==> config.mk <==
export PLATFORM = sky130hd
export DESIGN_NAME = cmp_chan_reg
export DESIGN_NICKNAME = d
export VERILOG_FILES = /design/src/rtl/cmp_chan_pkg.sv /design/src/rtl/cmp_chan_ctrl.sv /design/src/rtl/cmp_chan_dpath.sv /design/src/rtl/cmp_chan_reg.sv
export SDC_FILE = /design/constraint.sdc
export NUM_CORES = 1
export LEC_CHECK = 0
export ABC_AREA = 1
export BUFFER_PORTS_ARGS = -buffer_cell sky130_fd_sc_hd__buf_2
export CORE_MARGIN = 1.5
export CORE_UTILIZATION = 30
export DETAILED_ROUTE_END_ITERATION = 7
export PLACE_DENSITY = 0.77
export SLEW_MARGIN = 20
export SYNTH_ARGS = -nofsm -noshare
export SYNTH_HDL_FRONTEND = slang
export SYNTH_SLANG_ARGS = --single-unit
export TNS_END_PERCENT = 1
==> constraint.sdc <==
create_clock -name clk -period 1 [get_ports clk]
set_clock_uncertainty 0.1 [all_clocks]
set_input_delay 0.05 -clock clk [delete_from_list [all_inputs] [get_ports clk]]
set_output_delay 0.05 -clock clk [all_outputs]
set_load 0.03 [all_outputs]
==> src/rtl/cmp_chan_pkg.sv <==
package cmp_chan_pkg;
  localparam int DATA_W  = 32;
  localparam int NEG_W   = 4;
  localparam int POS_W   = 2;
  localparam int HYST_W  = 2;
  localparam int PWR_W   = 2;
  localparam int BLANK_W = 5;
  localparam int NEG_MAX = 8;
  localparam int PWR_MAX = 1;

  localparam int EN_B     = 0;
  localparam int NEG_LO   = 1;
  localparam int POS_LO   = NEG_LO + NEG_W;
  localparam int WIN_IN_B = POS_LO + POS_W;
  localparam int WIN_OUT_B= WIN_IN_B + 1;
  localparam int INV_B    = WIN_OUT_B + 1;
  localparam int HYST_LO  = INV_B + 1;
  localparam int PWR_LO   = HYST_LO + HYST_W;
  localparam int BLANK_LO = PWR_LO + PWR_W;
  localparam int STAT_B   = DATA_W - 2;
  localparam int LOCK_B   = DATA_W - 1;

  typedef struct packed {
    logic               lock;
    logic [BLANK_W-1:0] blankMask;
    logic [PWR_W-1:0]   pwr;
    logic [HYST_W-1:0]  hyst;
    logic               invert;
    logic               winOut;
    logic               winIn;
    logic [POS_W-1:0]   posSel;
    logic [NEG_W-1:0]   negSel;
    logic               en;
  } cfg_t;

  function automatic cfg_t unpackCfg(input logic [DATA_W-1:0] w);
    cfg_t c;
    c.en        = w[EN_B];
    c.negSel    = w[NEG_LO +: NEG_W];
    c.posSel    = w[POS_LO +: POS_W];
    c.winIn     = w[WIN_IN_B];
    c.winOut    = w[WIN_OUT_B];
    c.invert    = w[INV_B];
    c.hyst      = w[HYST_LO +: HYST_W];
    c.pwr       = w[PWR_LO +: PWR_W];
    c.blankMask = w[BLANK_LO +: BLANK_W];
    c.lock      = w[LOCK_B];
    return c;
  endfunction

  function automatic logic [DATA_W-1:0] packCfg(input cfg_t c, input logic status);
    logic [DATA_W-1:0] w;
    w = '0;
    w[EN_B]                 = c.en;
    w[NEG_LO +: NEG_W]      = c.negSel;
    w[POS_LO +: POS_W]      = c.posSel;
    w[WIN_IN_B]             = c.winIn;
    w[WIN_OUT_B]            = c.winOut;
    w[INV_B]                = c.invert;
    w[HYST_LO +: HYST_W]    = c.hyst;
    w[PWR_LO +: PWR_W]      = c.pwr;
    w[BLANK_LO +: BLANK_W]  = c.blankMask;
    w[STAT_B]               = status;
    w[LOCK_B]               = c.lock;
    return w;
  endfunction
endpackage

==> src/rtl/cmp_chan_ctrl.sv <==
module cmp_chan_ctrl
  import cmp_chan_pkg::*;
(
  input  logic              clk,
  input  logic              rstN,
  input  logic              wrEn,
  input  logic [DATA_W-1:0] wrData,
  output cfg_t              cfg
);
  logic wrAccept;
  assign wrAccept = wrEn && !cfg.lock;

  always_ff @(posedge clk or negedge rstN) begin
    if (!rstN) cfg <= '0;
    else if (wrAccept) cfg <= unpackCfg(wrData);
  end

  // a locked word never changes, and the lock never clears by write
  a_r3_lock_freezes: assert property (@(posedge clk) disable iff (!rstN)
    cfg.lock |=> (cfg == $past(cfg)));
  a_r3_lock_sticky: assert property (@(posedge clk) disable iff (!rstN)
    cfg.lock |=> cfg.lock);
  // with no write strobe the word holds
  a_r2_hold_idle: assert property (@(posedge clk) disable iff (!rstN)
    !wrEn |=> $stable(cfg));
endmodule

==> src/rtl/cmp_chan_dpath.sv <==
module cmp_chan_dpath
  import cmp_chan_pkg::*;
(
  input  logic               clk,
  input  logic               rstN,
  input  cfg_t               cfg,
  input  logic               cmpOwn,
  input  logic               cmpPair,
  input  logic [BLANK_W-1:0] blankIn,
  output logic               condOut,
  output logic [NEG_W-1:0]   negSelOut,
  output logic [PWR_W-1:0]   pwrOut
);
  logic [BLANK_W-1:0] blankHit;
  logic blankAny, selRes, polRes;

  for (genvar i = 0; i < BLANK_W; i++) begin : g_blank
    assign blankHit[i] = cfg.blankMask[i] & blankIn[i];
  end
  assign blankAny = |blankHit;

  always_comb begin
    selRes  = cfg.winOut ? (cmpOwn ^ cmpPair) : cmpOwn;
    polRes  = selRes ^ cfg.invert;
    condOut = cfg.en & ~blankAny & polRes;
  end

  assign negSelOut = (cfg.negSel > NEG_W'(NEG_MAX)) ? '0 : cfg.negSel;
  assign pwrOut    = (cfg.pwr > PWR_W'(PWR_MAX)) ? '0 : cfg.pwr;

  // disabled channel stays low
  a_r7_off_low: assert property (@(posedge clk) disable iff (!rstN)
    !cfg.en |-> !condOut);
  // an enabled active strobe blanks the output
  a_r6_blank_low: assert property (@(posedge clk) disable iff (!rstN)
    (|(cfg.blankMask & blankIn)) |-> !condOut);
  // decoded selects never leave the supported range
  a_r9_neg_safe: assert property (@(posedge clk) disable iff (!rstN)
    negSelOut <= NEG_W'(NEG_MAX));
  a_r9_pwr_safe: assert property (@(posedge clk) disable iff (!rstN)
    pwrOut <= PWR_W'(PWR_MAX));
endmodule

==> src/rtl/cmp_chan_reg.sv <==
module cmp_chan_reg
  import cmp_chan_pkg::*;
(
  input  logic               clk,
  input  logic               rstN,
  input  logic               wrEn,
  input  logic [DATA_W-1:0]  wrData,
  output logic [DATA_W-1:0]  rdData,
  input  logic               cmpOwn,
  input  logic               cmpPair,
  input  logic [BLANK_W-1:0] blankIn,
  output logic               condOut,
  output logic               chanEn,
  output logic [NEG_W-1:0]   negSelOut,
  output logic [POS_W-1:0]   posSelOut,
  output logic               posFromPair,
  output logic [HYST_W-1:0]  hystOut,
  output logic [PWR_W-1:0]   pwrOut
);
  cfg_t cfg;

  cmp_chan_ctrl i_ctrl (
    .clk(clk), .rstN(rstN), .wrEn(wrEn), .wrData(wrData), .cfg(cfg)
  );

  cmp_chan_dpath i_dpath (
    .clk(clk), .rstN(rstN), .cfg(cfg), .cmpOwn(cmpOwn), .cmpPair(cmpPair),
    .blankIn(blankIn), .condOut(condOut), .negSelOut(negSelOut), .pwrOut(pwrOut)
  );

  assign rdData      = packCfg(cfg, condOut);
  assign chanEn      = cfg.en;
  assign posSelOut   = cfg.posSel;
  assign posFromPair = cfg.winIn;
  assign hystOut     = cfg.hyst;

  // status bit mirrors the conditioned output
  a_r8_status_mirror: assert property (@(posedge clk) disable iff (!rstN)
    rdData[STAT_B] == condOut);
endmodule

==> summary.md <==
| Metric | Value |
|---|---|
| Vias in the first global route | `around 1100` |
| CTS root buffer | `clkbuf_4` |
| DRT iter0 DRCs | `12` |
| Clock sinks | `20` |
| Failing checks | `negative setup slack` |
| Post-Place Cells | `240` |
| Post-Synth XOR/XNOR Area | `0%` |
| Worst Path Required | `between 800 and 900 ps` |
| Post-Syn Area | `between 1000 and 1500 um^2` |
| Simple-gate area share of the yosys netlist | `27.0%` |
| Htree depth | `1` |
| Hold Crit Class | `input pin to flip-flop` |
| First-pass GRT wire length | `between 4000 and 5000 um` |
| CP Capture Type | `output pin` |
| Worst R2R Setup Slack | `-50 ps` |
| Synth Area in Compound Gates | `under 10%` |
| IO buf count | `62` |
| Worst ir drop on vdd | `roughly 0.55 mV` |
| Crit path max-delay family | `flip-flops` |
| Crit path DAT | `around 1300 ps` |
| # IOs | `between 80 and 90` |
| Max Root-Sink Buffers | `2` |
| Vias per cell | `between 4 and 5` |
| Slowest cell on crit path | `dfrtp_2` |
| Final antenna-violating net count | `0` |
| Largest net degree at the start of global routing | `26` |
| Critical Path Start Type | `flip-flop` |
| Die area | `~4000 um^2` |
| Fin util | `56.4%` |
| Minimum clock period | `1410 ps` |
| Hold Path Depth | `3` |
| Final setup fails | `50` |
| FF-to-FF Start | `i_ctrl.cfg[19]` |
| Row cnt | `21` |
| Antenna fix cells | `0` |
| Max-cap viol count | `0` |
| CP peak stage delay | `440 ps` |
| Max FFs per register | `20` |
| Synth warnings | `0` |
| Final Hold Viols | `0` |
| Synth top area share | `46.0%` |
| CORE AREA | `around 3400 um^2` |
| Syn avg cell area | `slightly above 8 um^2` |
| R2r endpoint | `i_ctrl.cfg[9]` |
| Fmax | `a little over 700 MHz` |
| Cell taking the most area after synthesis | `dfrtp_1` |
| Sequential-to-total area share from yosys stat | `a little under half` |
| DRC viols | `0` |
| Wire per inst | `roughly 12 um` |
| Worst hold start | `wrEn` |
| Antenna violations before repair | `0` |
| Yosys cell types | `16` |
| Total GRT Usage | `between 10% and 20%` |
| Worst setup margin | `-410 ps` |
| Clock slew at reported path FFs | `about 110 ps` |
| PwrDens | `roughly 780 nW/um^2` |
| WL final | `~3100 um` |
| RSZ-0062 raised after global routing | `yes` |
| Filler Cell Count | `310` |
| Die span in y | `63.2 um` |
| Worst-skew pair later-pin latency | `290 ps` |
| Top flop regs | `i_ctrl.cfg: 20 flops` |
| Crit path kind | `flip-flop to output pin` |
| Hold path endpoint | `i_ctrl.cfg[9]` |
| Final std cells w/o fill | `266` |
| Status | `finished with violations` |
| Dpl hpwl | `1880 um` |
| Most common cell after layout, fill and taps aside | `nand2_1` |
| Initial DRT Pass Iterations | `4` |
| Die width | `63.2 um` |
| Gate Count Post-Synth | `between 100 and 150` |
| Fin. max-slew vios | `0` |
| Grt ovf | `0` |
| Synth area leaders | `dfrtp_1 (46%), nand2_1 (14%), buf_4 (14%), nand3_1 (6.9%), a21oi_2 (4.8%)` |
| CTS tree | `done` |
| Final net count | `approximately 260` |
| Biggest register | `i_ctrl.cfg` |
| Setup WS pre-CTS | `-113 ps` |
| CP cell instances | `a21boi_1 -> nand2_1 -> nor2_4 -> buf_6` |
| Main combinational cell family by area after synthesis | `simple AND/OR/NAND/NOR gates` |
| Period utilization | `141%` |
| Area grow syn2layout | `77.3%` |
| FF+latch count, synth | `20` |
| Worst Path Max Fanout | `2` |
| Post-Synth Adder-Cell Area | `0%` |
| TNS Setup | `-4500 ps` |
| Multiplexer share of the synthesized area | `0%` |
| Most frequent cells in the layout | `nand2_1 (40), buf_6 (35), buf_2 (32), dlygate4sd3_1 (21), nand3_1 (15)` |
| R2r worst-path depth | `4` |
| Pleak | `between 1 and 1.5 nW` |
| Vias | `1107` |
| GPL Wtd Cong | `0.664` |
| CP bufs+invs | `1` |
| Initial core utilization | `31.8%` |
| CTS Buf Count | `3` |
| Layout cells sized above 1 | `about half` |
==> cell families (layout without fill, tap and decap cells) <==
family,count (synthesis),after routing
other,1,12
AOI/OAI and AO/OA,7,7
DFF,20,20
and+or+nand+nor,70,70
buffers and inverters,34,111
==> per-layer routing <==
| metal | up-vias | global-route usage [%] | wire [um] |
|---|---|---|---|
| li1 | 556 | - | - |
| met1 | 518 | 16.5 | 1190 |
| met2 | 31 | 30.5 | 1740 |
| met3 | 2 | 1.61 | 102 |
| met4 | 0 | 5.16 | 27 |
| met5 | - | 0 | 0 |
==> power by group <==
| part | internal (W) | switching (W) |
|---|---|---|
| Combinational | 0.0000991 | 0.000123 |
| Sequential | 0.000808 | 0 |
| Clock | 0.000222 | 0.000248 |
| Total | 0.00113 | 0.000370 |
==> synth_stat cells, drive strengths merged <==
cell type   n
nand3      15
buf        24
a21boi      1
a21oi       6
conb        1
dfrtp      20
nor2       12
nand2      42
inv        10
nor4        1
==> worst max-delay path by stage <==
stage | from | endpoint | cells past startpoint
6_report | i_ctrl.cfg[17] | rdData[30] | 4
5_1_grt | i_ctrl.cfg[15] | condOut | 6
3_3_place_gp | i_ctrl.cfg[14] | condOut | 6
2_1_floorplan | i_ctrl.cfg[9] | rdData[30] | 7
3_5_place_dp | i_ctrl.cfg[19] | i_ctrl.cfg[12] | 4
4_1_cts | i_ctrl.cfg[14] | condOut | 6
==> worst min-delay path, delay by kind of cell <==
family | cells | cell delay, ps
AND/OR/NAND/NOR | 1 | 180
AO/OA/AOI/OAI | 1 | 80
buffers and inverters | 1 | 130
==> cell type report <==
| type | count | area (um^2) | area share [%] |
|---|---|---|---|
| well taps | 46 | 57.6 | 2.99 |
| flip-flops and latches | 20 | 512 | 26.5 |
| multi-input cells | 89 | 453 | 23.5 |
| inverters | 10 | 37.5 | 1.95 |
| clock buffers | 4 | 36.3 | 1.88 |
| repair buffers | 97 | 832 | 43.2 |
==> stage by stage <==
step,hold WS [ps],cell area [um^2],power [W]
after detailed placement,-66.5,1440,0.000977
after global routing,79.9,1930,0.00157
after global placement,-78.3,1440,0.000975
after CTS,75.3,1880,0.00151
after floorplan,-346,1160,0.000940
final,83.9,1930,0.00150
==> repair_timing <==
action	CTS	global route
pin swaps	2	1
setup endpoints to repair	52	53
endpoints found under the hold margin	40	0
resized for setup	66	14
hold buffers	21	0
buffers inserted	0	1
(Power assumes the default switching activity.)
